--- config.mk ---
export PLATFORM = sky130hd
export DESIGN_NAME = lrz_unit
export DESIGN_NICKNAME = d
export VERILOG_FILES = /design/src/rtl/lrz_pkg.sv /design/src/rtl/lrz_quant.sv /design/src/rtl/lrz_store.sv /design/src/rtl/lrz_decide.sv /design/src/rtl/lrz_unit.sv
export SDC_FILE = /design/constraint.sdc
export NUM_CORES = 2
export LEC_CHECK = 0
export BUFFER_PORTS_ARGS = -buffer_cell sky130_fd_sc_hd__buf_2
export CORE_ASPECT_RATIO = 0.9
export CORE_UTILIZATION = 35
export DETAILED_ROUTE_END_ITERATION = 12
export GPL_TIMING_DRIVEN = 0
export PLACE_DENSITY_LB_ADDON = 0.2
export SYNTH_ARGS = -nofsm -noshare
export SYNTH_HDL_FRONTEND = slang
export SYNTH_HIERARCHICAL = 1
export SYNTH_SLANG_ARGS = --single-unit
export TNS_END_PERCENT = 20
--- constraint.sdc ---
create_clock -name clk_i -period 14.7 [get_ports clk_i]
set_input_delay 2.205 -clock clk_i [delete_from_list [all_inputs] [get_ports clk_i]]
set_output_delay 2.205 -clock clk_i [all_outputs]
set_load 0.005 [all_outputs]
--- src/rtl/lrz_pkg.sv ---
`timescale 1ns/1ps
package lrz_pkg;
  localparam int unsigned CZW = 16;
  typedef logic [CZW-1:0] cz_t;

  typedef enum logic [2:0] {
    ZF_NEVER    = 3'd0,
    ZF_LESS     = 3'd1,
    ZF_EQUAL    = 3'd2,
    ZF_LEQUAL   = 3'd3,
    ZF_GREATER  = 3'd4,
    ZF_NOTEQUAL = 3'd5,
    ZF_GEQUAL   = 3'd6,
    ZF_ALWAYS   = 3'd7
  } zfunc_e;
endpackage

--- src/rtl/lrz_quant.sv ---
`timescale 1ns/1ps
module lrz_quant
  import lrz_pkg::*;
#(
  parameter int unsigned DW      = 24,
  parameter bit          ROUND_UP = 1'b0
) (
  input  logic [DW-1:0] z_i,
  output cz_t           zq_o
);
  localparam int unsigned FW = (DW > CZW) ? DW - CZW : 1;

  generate
    if (DW == CZW) begin : g_pass
      assign zq_o = z_i;
    end else if (ROUND_UP) begin : g_ceil
      cz_t top;
      logic frac_nz;
      assign top     = z_i[DW-1 -: CZW];
      assign frac_nz = |z_i[FW-1:0];
      // saturate instead of wrapping to zero
      assign zq_o    = (frac_nz && top != '1) ? top + 1'b1 : top;
    end else begin : g_floor
      logic unused_frac;
      assign unused_frac = ^z_i[FW-1:0];
      assign zq_o        = z_i[DW-1 -: CZW];
    end
  endgenerate
endmodule

--- src/rtl/lrz_store.sv ---
`timescale 1ns/1ps
module lrz_store
  import lrz_pkg::*;
#(
  parameter int unsigned DEPTH = 256,
  localparam int unsigned AW   = (DEPTH > 1) ? $clog2(DEPTH) : 1
) (
  input  logic          clk_i,
  input  logic          rst_ni,
  input  logic          rd_en_i,
  input  logic [AW-1:0] rd_addr_i,
  output cz_t           rd_data_o,
  input  logic          wr_en_i,
  input  logic [AW-1:0] wr_addr_i,
  input  cz_t           wr_data_i,
  input  logic          clr_start_i,
  input  cz_t           clr_val_i,
  output logic          busy_o
);
  cz_t           mem [DEPTH];
  cz_t           clr_q;
  logic [AW-1:0] clr_cnt_q;

  always_ff @(posedge clk_i or negedge rst_ni) begin
    if (!rst_ni) begin
      busy_o    <= 1'b0;
      clr_cnt_q <= '0;
      clr_q     <= '0;
    end else if (busy_o) begin
      clr_cnt_q <= clr_cnt_q + 1'b1;
      if (clr_cnt_q == AW'(DEPTH - 1)) busy_o <= 1'b0;
    end else if (clr_start_i) begin
      busy_o    <= 1'b1;
      clr_cnt_q <= '0;
      clr_q     <= clr_val_i;
    end
  end

  always_ff @(posedge clk_i) begin
    if (busy_o) mem[clr_cnt_q] <= clr_q;
    else if (wr_en_i) mem[wr_addr_i] <= wr_data_i;
    if (rd_en_i) rd_data_o <= mem[rd_addr_i];
  end
endmodule

--- src/rtl/lrz_decide.sv ---
`timescale 1ns/1ps
module lrz_decide
  import lrz_pkg::*;
(
  input  logic [2:0] zfunc_i,
  input  cz_t        bound_i,
  input  cz_t        zlo_i,
  input  cz_t        zhi_i,
  input  logic       full_cover_i,
  input  logic       wr_en_i,
  input  logic       blend_en_i,
  input  logic       stencil_en_i,
  output logic       discard_o,
  output logic       upd_o,
  output cz_t        upd_val_o
);
  zfunc_e fn;
  logic   ordered, gt_sense;

  assign fn       = zfunc_e'(zfunc_i);
  assign ordered  = fn inside {ZF_LESS, ZF_LEQUAL, ZF_GREATER, ZF_GEQUAL};
  assign gt_sense = fn inside {ZF_GREATER, ZF_GEQUAL};

  always_comb begin
    unique case (fn)
      ZF_LESS:    discard_o = zlo_i >= bound_i;
      ZF_LEQUAL:  discard_o = zlo_i >  bound_i;
      ZF_GREATER: discard_o = zhi_i <= bound_i;
      ZF_GEQUAL:  discard_o = zhi_i <  bound_i;
      default:    discard_o = 1'b0;
    endcase
  end

  assign upd_o = ordered && !discard_o && full_cover_i && wr_en_i &&
                 !blend_en_i && !stencil_en_i;

  // far side of a covering primitive tightens the bound
  assign upd_val_o = gt_sense ? ((zlo_i > bound_i) ? zlo_i : bound_i)
                              : ((zhi_i < bound_i) ? zhi_i : bound_i);
endmodule

--- src/rtl/lrz_unit.sv ---
`timescale 1ns/1ps
module lrz_unit
  import lrz_pkg::*;
#(
  parameter int unsigned TILES_X = 40,
  parameter int unsigned TILES_Y = 4,
  parameter int unsigned DW      = 24,
  localparam int unsigned XW     = (TILES_X > 1) ? $clog2(TILES_X) : 1,
  localparam int unsigned YW     = (TILES_Y > 1) ? $clog2(TILES_Y) : 1
) (
  input  logic          clk_i,
  input  logic          rst_ni,
  input  logic          req_valid_i,
  output logic          req_ready_o,
  input  logic [XW-1:0] tile_x_i,
  input  logic [YW-1:0] tile_y_i,
  input  logic [DW-1:0] zmin_i,
  input  logic [DW-1:0] zmax_i,
  input  logic          full_cover_i,
  input  logic [2:0]    zfunc_i,
  input  logic          wr_en_i,
  input  logic          blend_en_i,
  input  logic          stencil_en_i,
  input  logic          clear_i,
  input  logic [15:0]   clear_val_i,
  output logic          busy_o,
  output logic          resp_valid_o,
  output logic          discard_o
);
  localparam int unsigned PITCH = ((TILES_X + 31) / 32) * 32;
  localparam int unsigned DEPTH = PITCH * TILES_Y;
  localparam int unsigned AW    = (DEPTH > 1) ? $clog2(DEPTH) : 1;

  logic          accept, clr_start;
  logic [AW-1:0] req_addr;
  cz_t           zlo_q, zhi_q;

  logic          s1_vld;
  logic [AW-1:0] s1_addr;
  cz_t           s1_zlo, s1_zhi;
  logic [2:0]    s1_fn;
  logic          s1_full, s1_wr, s1_blend, s1_sten;

  logic          fwd_vld;
  logic [AW-1:0] fwd_addr;
  cz_t           fwd_val;

  cz_t           rd_data, bound;
  logic          dec_discard, dec_upd, st_we;
  cz_t           dec_val;

  assign req_ready_o = !busy_o && !clear_i;
  assign accept      = req_valid_i && req_ready_o;
  assign clr_start   = clear_i && !busy_o;
  assign req_addr    = AW'(tile_y_i) * AW'(PITCH) + AW'(tile_x_i);

  lrz_quant #(.DW(DW), .ROUND_UP(1'b0)) u_q_lo (.z_i(zmin_i), .zq_o(zlo_q));
  lrz_quant #(.DW(DW), .ROUND_UP(1'b1)) u_q_hi (.z_i(zmax_i), .zq_o(zhi_q));

  always_ff @(posedge clk_i or negedge rst_ni) begin
    if (!rst_ni) begin
      s1_vld   <= 1'b0;
      s1_addr  <= '0;
      s1_zlo   <= '0;
      s1_zhi   <= '0;
      s1_fn    <= '0;
      s1_full  <= 1'b0;
      s1_wr    <= 1'b0;
      s1_blend <= 1'b0;
      s1_sten  <= 1'b0;
    end else begin
      s1_vld <= accept;
      if (accept) begin
        s1_addr  <= req_addr;
        s1_zlo   <= zlo_q;
        s1_zhi   <= zhi_q;
        s1_fn    <= zfunc_i;
        s1_full  <= full_cover_i;
        s1_wr    <= wr_en_i;
        s1_blend <= blend_en_i;
        s1_sten  <= stencil_en_i;
      end
    end
  end

  lrz_store #(.DEPTH(DEPTH)) u_store (
    .clk_i       (clk_i),
    .rst_ni      (rst_ni),
    .rd_en_i     (accept),
    .rd_addr_i   (req_addr),
    .rd_data_o   (rd_data),
    .wr_en_i     (st_we),
    .wr_addr_i   (s1_addr),
    .wr_data_i   (dec_val),
    .clr_start_i (clr_start),
    .clr_val_i   (clear_val_i),
    .busy_o      (busy_o)
  );

  // read and write of the same entry share an edge; bypass the stale read
  assign bound = (fwd_vld && fwd_addr == s1_addr) ? fwd_val : rd_data;

  lrz_decide u_decide (
    .zfunc_i      (s1_fn),
    .bound_i      (bound),
    .zlo_i        (s1_zlo),
    .zhi_i        (s1_zhi),
    .full_cover_i (s1_full),
    .wr_en_i      (s1_wr),
    .blend_en_i   (s1_blend),
    .stencil_en_i (s1_sten),
    .discard_o    (dec_discard),
    .upd_o        (dec_upd),
    .upd_val_o    (dec_val)
  );

  assign st_we = s1_vld && dec_upd;

  always_ff @(posedge clk_i or negedge rst_ni) begin
    if (!rst_ni) begin
      fwd_vld      <= 1'b0;
      fwd_addr     <= '0;
      fwd_val      <= '0;
      resp_valid_o <= 1'b0;
      discard_o    <= 1'b0;
    end else begin
      fwd_vld      <= st_we;
      fwd_addr     <= s1_addr;
      fwd_val      <= dec_val;
      resp_valid_o <= s1_vld;
      discard_o    <= s1_vld && dec_discard;
    end
  end
endmodule

Yosys cells after proc, flatten, opt, wreduce, memory -nomap -nowiden. Memory sizes are Yosys's and may differ from the RTL's. A register that Yosys moved wholly into a read port is not among the register bits. Cells that the tools add are included.

Input bits: 83. Bits in writable memories: 4096. Memories: 1. Output and inout bits: 4. Logic and storage cells: 75. ROM bits: 0. Latch bits: 0. Bits in registers: 100.

$mul: 0. Shift-type cells: 0. Bitwise logic cells: 1. Add/sub/neg operators: 3. Divide/modulo/power cells: 0. Eq/ne operators: 7. Reduce and logical (&&, ||, !) cells: 23. $lt $le $gt $ge: 4. Muxes and demuxes: 19.

Memories: u_store.mem (depth 256, width 16, rd ports 1, clocked after memory_dff 1, wr ports 1, RTL line lrz_store.sv:20) `cz_t mem [DEPTH];`.

Operators with widths (count): 2-to-1 mux 16 bit (6); 2-to-1 mux 8 bit (3); adder 16 x 1 -> 16 bit, second input constant (1); >= comparator 16 bit (1); > comparator 16 bit (1); less-or-equal comparator 16 bit (1); less-than comparator 16 bit (1); inequality test 16 bit, second input constant (1); OR reduction 16 bit (1); logical AND 1 bit (12); 2-to-1 mux 1 bit (9); adder 8 x 1 -> 8 bit, second input constant (1); adder 8 x 6 -> 8 bit (1); equality test 8 bit (1); equality test 8 bit, second input constant (1); OR reduction 8 bit (1); equality test 3 bit, second input constant (2); zero test 1 bit (5); case mux 1 bit (4 select lines) (1); nonzero test 2 bit (2); nonzero test 4 bit (1); equality test 3 x 1 -> 1 bit, second input constant (1); equality test 3 x 2 -> 1 bit, second input constant (1); AND reduction 2 bit (1); inverter 1 bit (1).

Longest topological paths before layout.
Depth in word-level cells: 17. Mapped depth: 22. Mapped depth without buffers: 18.

Modules after synthesis. The synthesis kept the hierarchy.

By module, submodules not included: lrz_store (cells an instance 7657, seq. area each 124104.0 µm², area each 161336.0 µm², instances 1); lrz_unit (cells an instance 161, seq. area each 1876.8 µm², area each 2757.6 µm², instances 1); lrz_decide (cells an instance 152, seq. area each 0.0 µm², area each 1306.3 µm², instances 1); lrz_quant at u_q_hi (cells an instance 58, seq. area each 0.0 µm², area each 447.9 µm², instances 1); lrz_quant at u_q_lo (cells an instance 16, seq. area each 0.0 µm², area each 120.1 µm², instances 1).

Least setup slack after synthesis. OpenSTA, ideal clock, no wires.

Kind: register to register. Start: register s1_addr[2]. End: memory u_store/mem[0][10] in the netlist's numbering, data pin. Buffers on the path: 4. Data required time: 13.877 ns. Path slack: 6.602 ns. Cell stages (with the launch flop): 21. Setup time: 0.823 ns. Clock period less this slack: 8.098 ns. Arrival: 7.276 ns. Cells stage by stage: dfrtp_1 > xnor2_1 > nand3_1 > nor3_4 > buf_6 > mux2_2 > inv_1 > ha_1 > a21o_1 > a221o_1 > a221o_1 > nor3_1 > o21ai_1 > nor3_1 > and2_1 > nor2b_1 > clkbuf_1 > clkbuf_1 > clkbuf_1 > nand2_1 > nand2_1.

Cells in the longest elaborated chain, start to end: 17. Elaborated cells between the ends (all ways): 23. Those cells by class: order compare (4); eq/ne (1); mux (9); reduce/logical (9).

Ends and longest elaborated chain: start: declaration (RTL line lrz_unit.sv:39) `logic [AW-1:0] s1_addr;`; start signal: assignment (RTL line lrz_unit.sv:74) `s1_addr <= req_addr;`; equality test 8 bit (*) (RTL line lrz_unit.sv:101) `assign bound = (fwd_vld && fwd_addr == s1_addr) ? fwd_val : rd_data;`; logical AND 1 bit (*) (RTL line lrz_unit.sv:101); 2-to-1 mux 16 bit (*) (RTL line lrz_unit.sv:101); via bound[9] (RTL line lrz_unit.sv:48) `cz_t rd_data, bound;`; less-than comparator 16 bit, or another cell as far along (RTL line lrz_decide.sv:29) `ZF_GEQUAL: discard_o = zhi_i < bound_i;`; case mux 1 bit (4 select lines) (*) (RTL line lrz_decide.sv:25) `unique case (fn)`; zero test 1 bit (*) (RTL line lrz_decide.sv:34) `assign upd_o = ordered && !discard_o && full_cover_i && wr_en_i &&`; logical AND 1 bit (*) (4 in a row) (RTL line lrz_decide.sv:34); logical AND 1 bit (*) (RTL line lrz_decide.sv:35) `!blend_en_i && !stencil_en_i;`; via dec_upd (RTL line lrz_unit.sv:49) `logic dec_discard, dec_upd, st_we;`; logical AND 1 bit (*) (RTL line lrz_unit.sv:117) `assign st_we = s1_vld && dec_upd;`; via st_we (RTL line lrz_unit.sv:49); 2-to-1 mux 1 bit (*) (RTL line lrz_store.sv:41) `else if (wr_en_i) mem[wr_addr_i] <= wr_data_i;`; 2-to-1 mux 1 bit (*) (RTL line lrz_store.sv:40) `if (busy_o) mem[clr_cnt_q] <= clr_q;`; 2-to-1 mux 1 bit (implied by the code) (*) (RTL line lrz_store.sv:41); OR reduction 16 bit (no source line) (*); 2-to-1 mux 16 bit (no source line) (*); end: declaration (RTL line lrz_store.sv:20).

The timed path passes the listed nets; every way through them passes the cells marked *.

Worst setup path in the final report.
Start: input tile_x_i[1]. End: register u_store.rd_data_o[3] (read register of u_store.mem), data pin.

Cells in the longest elaborated chain, start to end: 1.

Ends and longest elaborated chain: start: declaration (RTL line lrz_unit.sv:15) `input logic [XW-1:0] tile_x_i,`; adder 8 x 6 -> 8 bit (RTL line lrz_unit.sv:55) `assign req_addr = AW'(tile_y_i) * AW'(PITCH) + AW'(tile_x_i);`; end: declaration (RTL line lrz_store.sv:12) `output cz_t rd_data_o,`.

No other way between the ends. A chain may end at the register's enable or synchronous reset.

==> metrics.md <==
| Metric | Value |
|---|---|
| Initial DRC count | `15900` |
| Largest family of logic cells by synthesized area | `multiplexers` |
| Synth unique cells | `93` |
| CP peak stage delay | `1.52 ns` |
| Design area | `0.195 mm^2` |
| Share of cells above drive strength 1 | `0.267` |
| First-pass GRT wire length | `856000 um` |
| Postcts setup bufs | `0` |
| DRT Pass-1 Iters | `9` |
| Final Cycle Share | `0.607` |
| Max Cap Violations | `12` |
| Via Count | `94700` |
| Worst slack, placed | `5.43 ns` |
| # setup viols final | `0` |
| Syn Nets | `8161` |
| DIE AREA | `0.477 mm^2` |
| Critical Path Sink Type | `flop` |
| WHS | `0.394 ns` |
| Core footprint | `0.472 mm^2` |
| RR Endpoint | `u_store/mem[180][6]` |
| Clk pin slew, worst setup/hold paths | `0.06 ns` |
| Slew Viols, Final | `105` |
| Via density | `6.12` |
| Slew headroom | `-0.0880` |
| Wire per inst | `43.0 um` |
| GP Congestion | `0.999` |
| Antenna violations before repair | `65` |
| XOR/XNOR Fraction of Synth Area | `0.00106` |
| CP most frequent cell | `buf_2` |
| Setup slack, reg-to-reg | `5.82 ns` |
| CTS Buf Count | `440` |
| Mux contribution to synthesized area | `0.152` |
| Data arrival, critical path | `9.50 ns` |
| CTS Sinks | `4212` |
| Grt ovf | `0` |
| Post-synthesis compound-gate area fraction | `0.0380` |
| Syn Std Cell Area | `0.166 mm^2` |
| Clk_lat worst skew | `1.06 ns` |
| Avg Synthesized Cell Area | `20.6 um^2` |
| Fin worst setup slack | `5.77 ns` |
| Startpoint Class | `input pin` |
| PwrDens | `149 mW/mm^2` |
| DRC viols | `0` |
| Hold Fails Final Rpt | `0` |
| Gate Count Post-Synth | `8044` |
| Yosys warns | `6` |
| Worst Hold End | `resp_valid_o` |
| Fin cells | `15500` |
| Critical Path RT | `15.27 ns` |
| CTS root buffer | `clkbuf_16` |
| Final #Nets | `8929` |
| Clk_skew | `0.0984 ns` |
| Unrepaired setup endpoints after global routing | `false` |
| Max VDD drop | `0.102 mV` |
| Max frequency | `0.112 GHz` |
| CP cell instances | `buf_2 -> buf_4 -> buf_4 -> buf_2 -> buf_2 -> buf_2 -> mux4_2 -> o22ai_1 -> a22oi_1 -> nand4_1 -> nor4_1` |
| HPWL Detailed | `463000 um` |
| Clock tree buffer depth | `4` |
| Post-synth EDFFs | `4112` |
| HP Class | `reg2reg` |
| Largest net degree at the start of global routing | `103` |
| Dpl cell area | `0.180 mm^2` |
| Placed Cells | `14600` |
| #FFs+latches synth | `4212` |
| Sequential share of the synthesized area | `0.759` |
| Die Ht | `655 um` |
| CP max FO | `10` |
| Hold Path Depth | `0` |
| Post-DRT Antenna Nets | `0` |
| Post-CTS Resized | `0` |
| Worst slew pin tran | `1.62 ns` |
| H-tree levels | `5` |
| Simple-gate area share of the yosys netlist | `0.0246` |
| Min-delay src | `s1_vld` |
| Vias in the first global route | `88300` |
| Status | `complete, but fails checks` |
| Crit path time final | `8.93 ns` |
| Final-layout fill cell count | `41200` |
| FF-to-FF path depth | `22` |
| Die X | `728 um` |
| Ports | `87` |
| TritonCTS clock tree | `yes` |
| LEAKAGE | `62.6 nW` |
| Ys flop type | `edfxtp_1` |
| Synth-to-Final Area Change | `17.2%` |
| Total global-route track usage | `0.272` |
| Failing checks | `capacitance limit, slew limit` |
| Std-Cell Rows | `239` |
| Detailed-route wire length | `665000 um` |
| Initial core utilization | `0.352` |
| CTS Hold Buffers Added | `0` |
| Crit path kind | `in2reg` |
| Worst r2r src | `s1_addr[1]` |
| Post-synth ARST share | `0.0237` |
| Crit-path slowest cell | `nor4_1` |
| # port buffers | `62` |
| Adder-cell area share of the yosys netlist | `0.00256` |
worst max path at each step:
stage | start | endpoint | slack (ns) | depth (start not counted)
2_1_floorplan | s1_addr[2] | u_store/mem[0][10] | 6.60 | 20
3_3_place_gp | s1_addr[1] | u_store/mem[48][13] | -0.11 | 20
6_report | tile_x_i[1] | u_store/rd_data_o[3] | 5.77 | 11
4_1_cts | s1_addr[1] | u_store/mem[180][5] | 6.22 | 22
3_5_place_dp | tile_x_i[1] | u_store/rd_data_o[3] | 5.43 | 11
5_1_grt | s1_addr[1] | u_store/mem[181][5] | 5.72 | 22
metrics by stage:
step | setup TNS [ns] | power, mW | util
floorplan | 0 | 16.3 | -
CTS | 0 | 28.9 | 0.412
global placement | -16.46 | 18.3 | 0.369
global route | 0 | 29.5 | 0.412
finish | 0 | 28.9 | 0.413
detailed placement | 0 | 18.0 | 0.383
sequential cells by signal, summed over array words and instances, names as in the netlist, 3 cells and up:
signal	cells
s1_zlo	16
u_store/clr_cnt_q	8
fwd_addr	8
s1_addr	8
fwd_val	16
s1_zhi	16
s1_fn	3
u_store/rd_data_o	16
u_store/clr_q	16
u_store/mem	4096
cells in the final DEF (no fill, tap or decap), types with 139 or more instances in the layout:
cell       count
nor3_1       139
mux4_2       738
o221ai_1     227
clkbuf_16    450
edfxtp_1    4112
nand2_1      209
nor2_2       176
a21oi_1      144
o22ai_1      203
mux2i_1      677
buf_2        164
clkbuf_1     199
buf_8        188
power by group:
group	total [mW]	internal [mW]	switching, mW
sequential	14.3	14.2	0.0947
combinational	3.58	0.860	2.72
clock	11.0	6.23	4.75
cell usage after synthesis, types with 12 or more instances:
master	count	area share
edfxtp_1	4112	0.74
mux4_2	738	0.10
mux2i_1	677	0.041
nor2_1	314	0.0071
o221ai_1	227	0.012
nand2_1	225	0.0051
o22ai_1	203	0.0077
clkbuf_1	170	0.0038
a21oi_1	144	0.0043
nor3_1	141	0.0043
dfrtp_1	100	0.015
buf_2	94	0.0028
mux2_2	74	0.0050
buf_4	60	0.0027
buf_6	55	0.0037
nand3_1	51	0.0015
a22oi_1	45	0.0020
o21ai_0	45	0.0014
mux4_1	38	0.0060
buf_8	37	0.0033
a22o_1	36	0.0019
ha_1	34	0.0026
nor4_1	31	0.0012
buf_12	28	0.0034
buf_1	27	0.00061
inv_1	22	0.00050
clkbuf_8	18	0.0015
nand3b_1	18	0.00081
nand4_1	18	0.00068
a211oi_1	16	0.00072
a22oi_2	15	0.0011
nor2b_1	15	0.00057
o31ai_2	15	0.0011
and2_1	13	0.00049
a2111oi_0	12	0.00063
xor2_1	12	0.00063
final cells by class:
type | count | area [um^2] | area share
flip-flops and latches | 4212 | 126000 | 0.647
well taps | 6266 | 7840 | 0.0403
inverters | 24 | 90.1 | 0.000463
multi-input cells | 3316 | 37500 | 0.193
diodes | 29 | 72.6 | 0.000373
clock buffers | 530 | 11600 | 0.0595
plain buffers | 492 | 3740 | 0.0192
repair buffers | 326 | 5330 | 0.0274
clock inverters | 275 | 2440 | 0.0125
cell families (layout without fill, tap and decap cells):
logic type | Yosys count | count (layout)
compound gates | 853 | 853
xor+xnor | 20 | 20
fa+ha+maj | 34 | 34
buf+inv | 516 | 1647
flops | 4212 | 4212
mux | 1528 | 1528
other cells | 0 | 29
simple gates | 881 | 881
critical path: cells and delay by family:
family / cells / cell delay (ns)
buffers and inverters: 6 / 4.00
AND/OR/NAND/NOR: 2 / 2.21
AO/OA/AOI/OAI: 2 / 0.45
multiplexers: 1 / 0.37
per-layer routing:
metal,global-route usage,vias to the layer above,wire length (um)
met5,0,-,113
li1,-,35300,-
met4,0.123,14,35600
met1,0.378,51600,265000
met3,0.0913,1190,86000
met2,0.387,6508,278000
No activity file was read; power rests on OpenSTA's default activity.
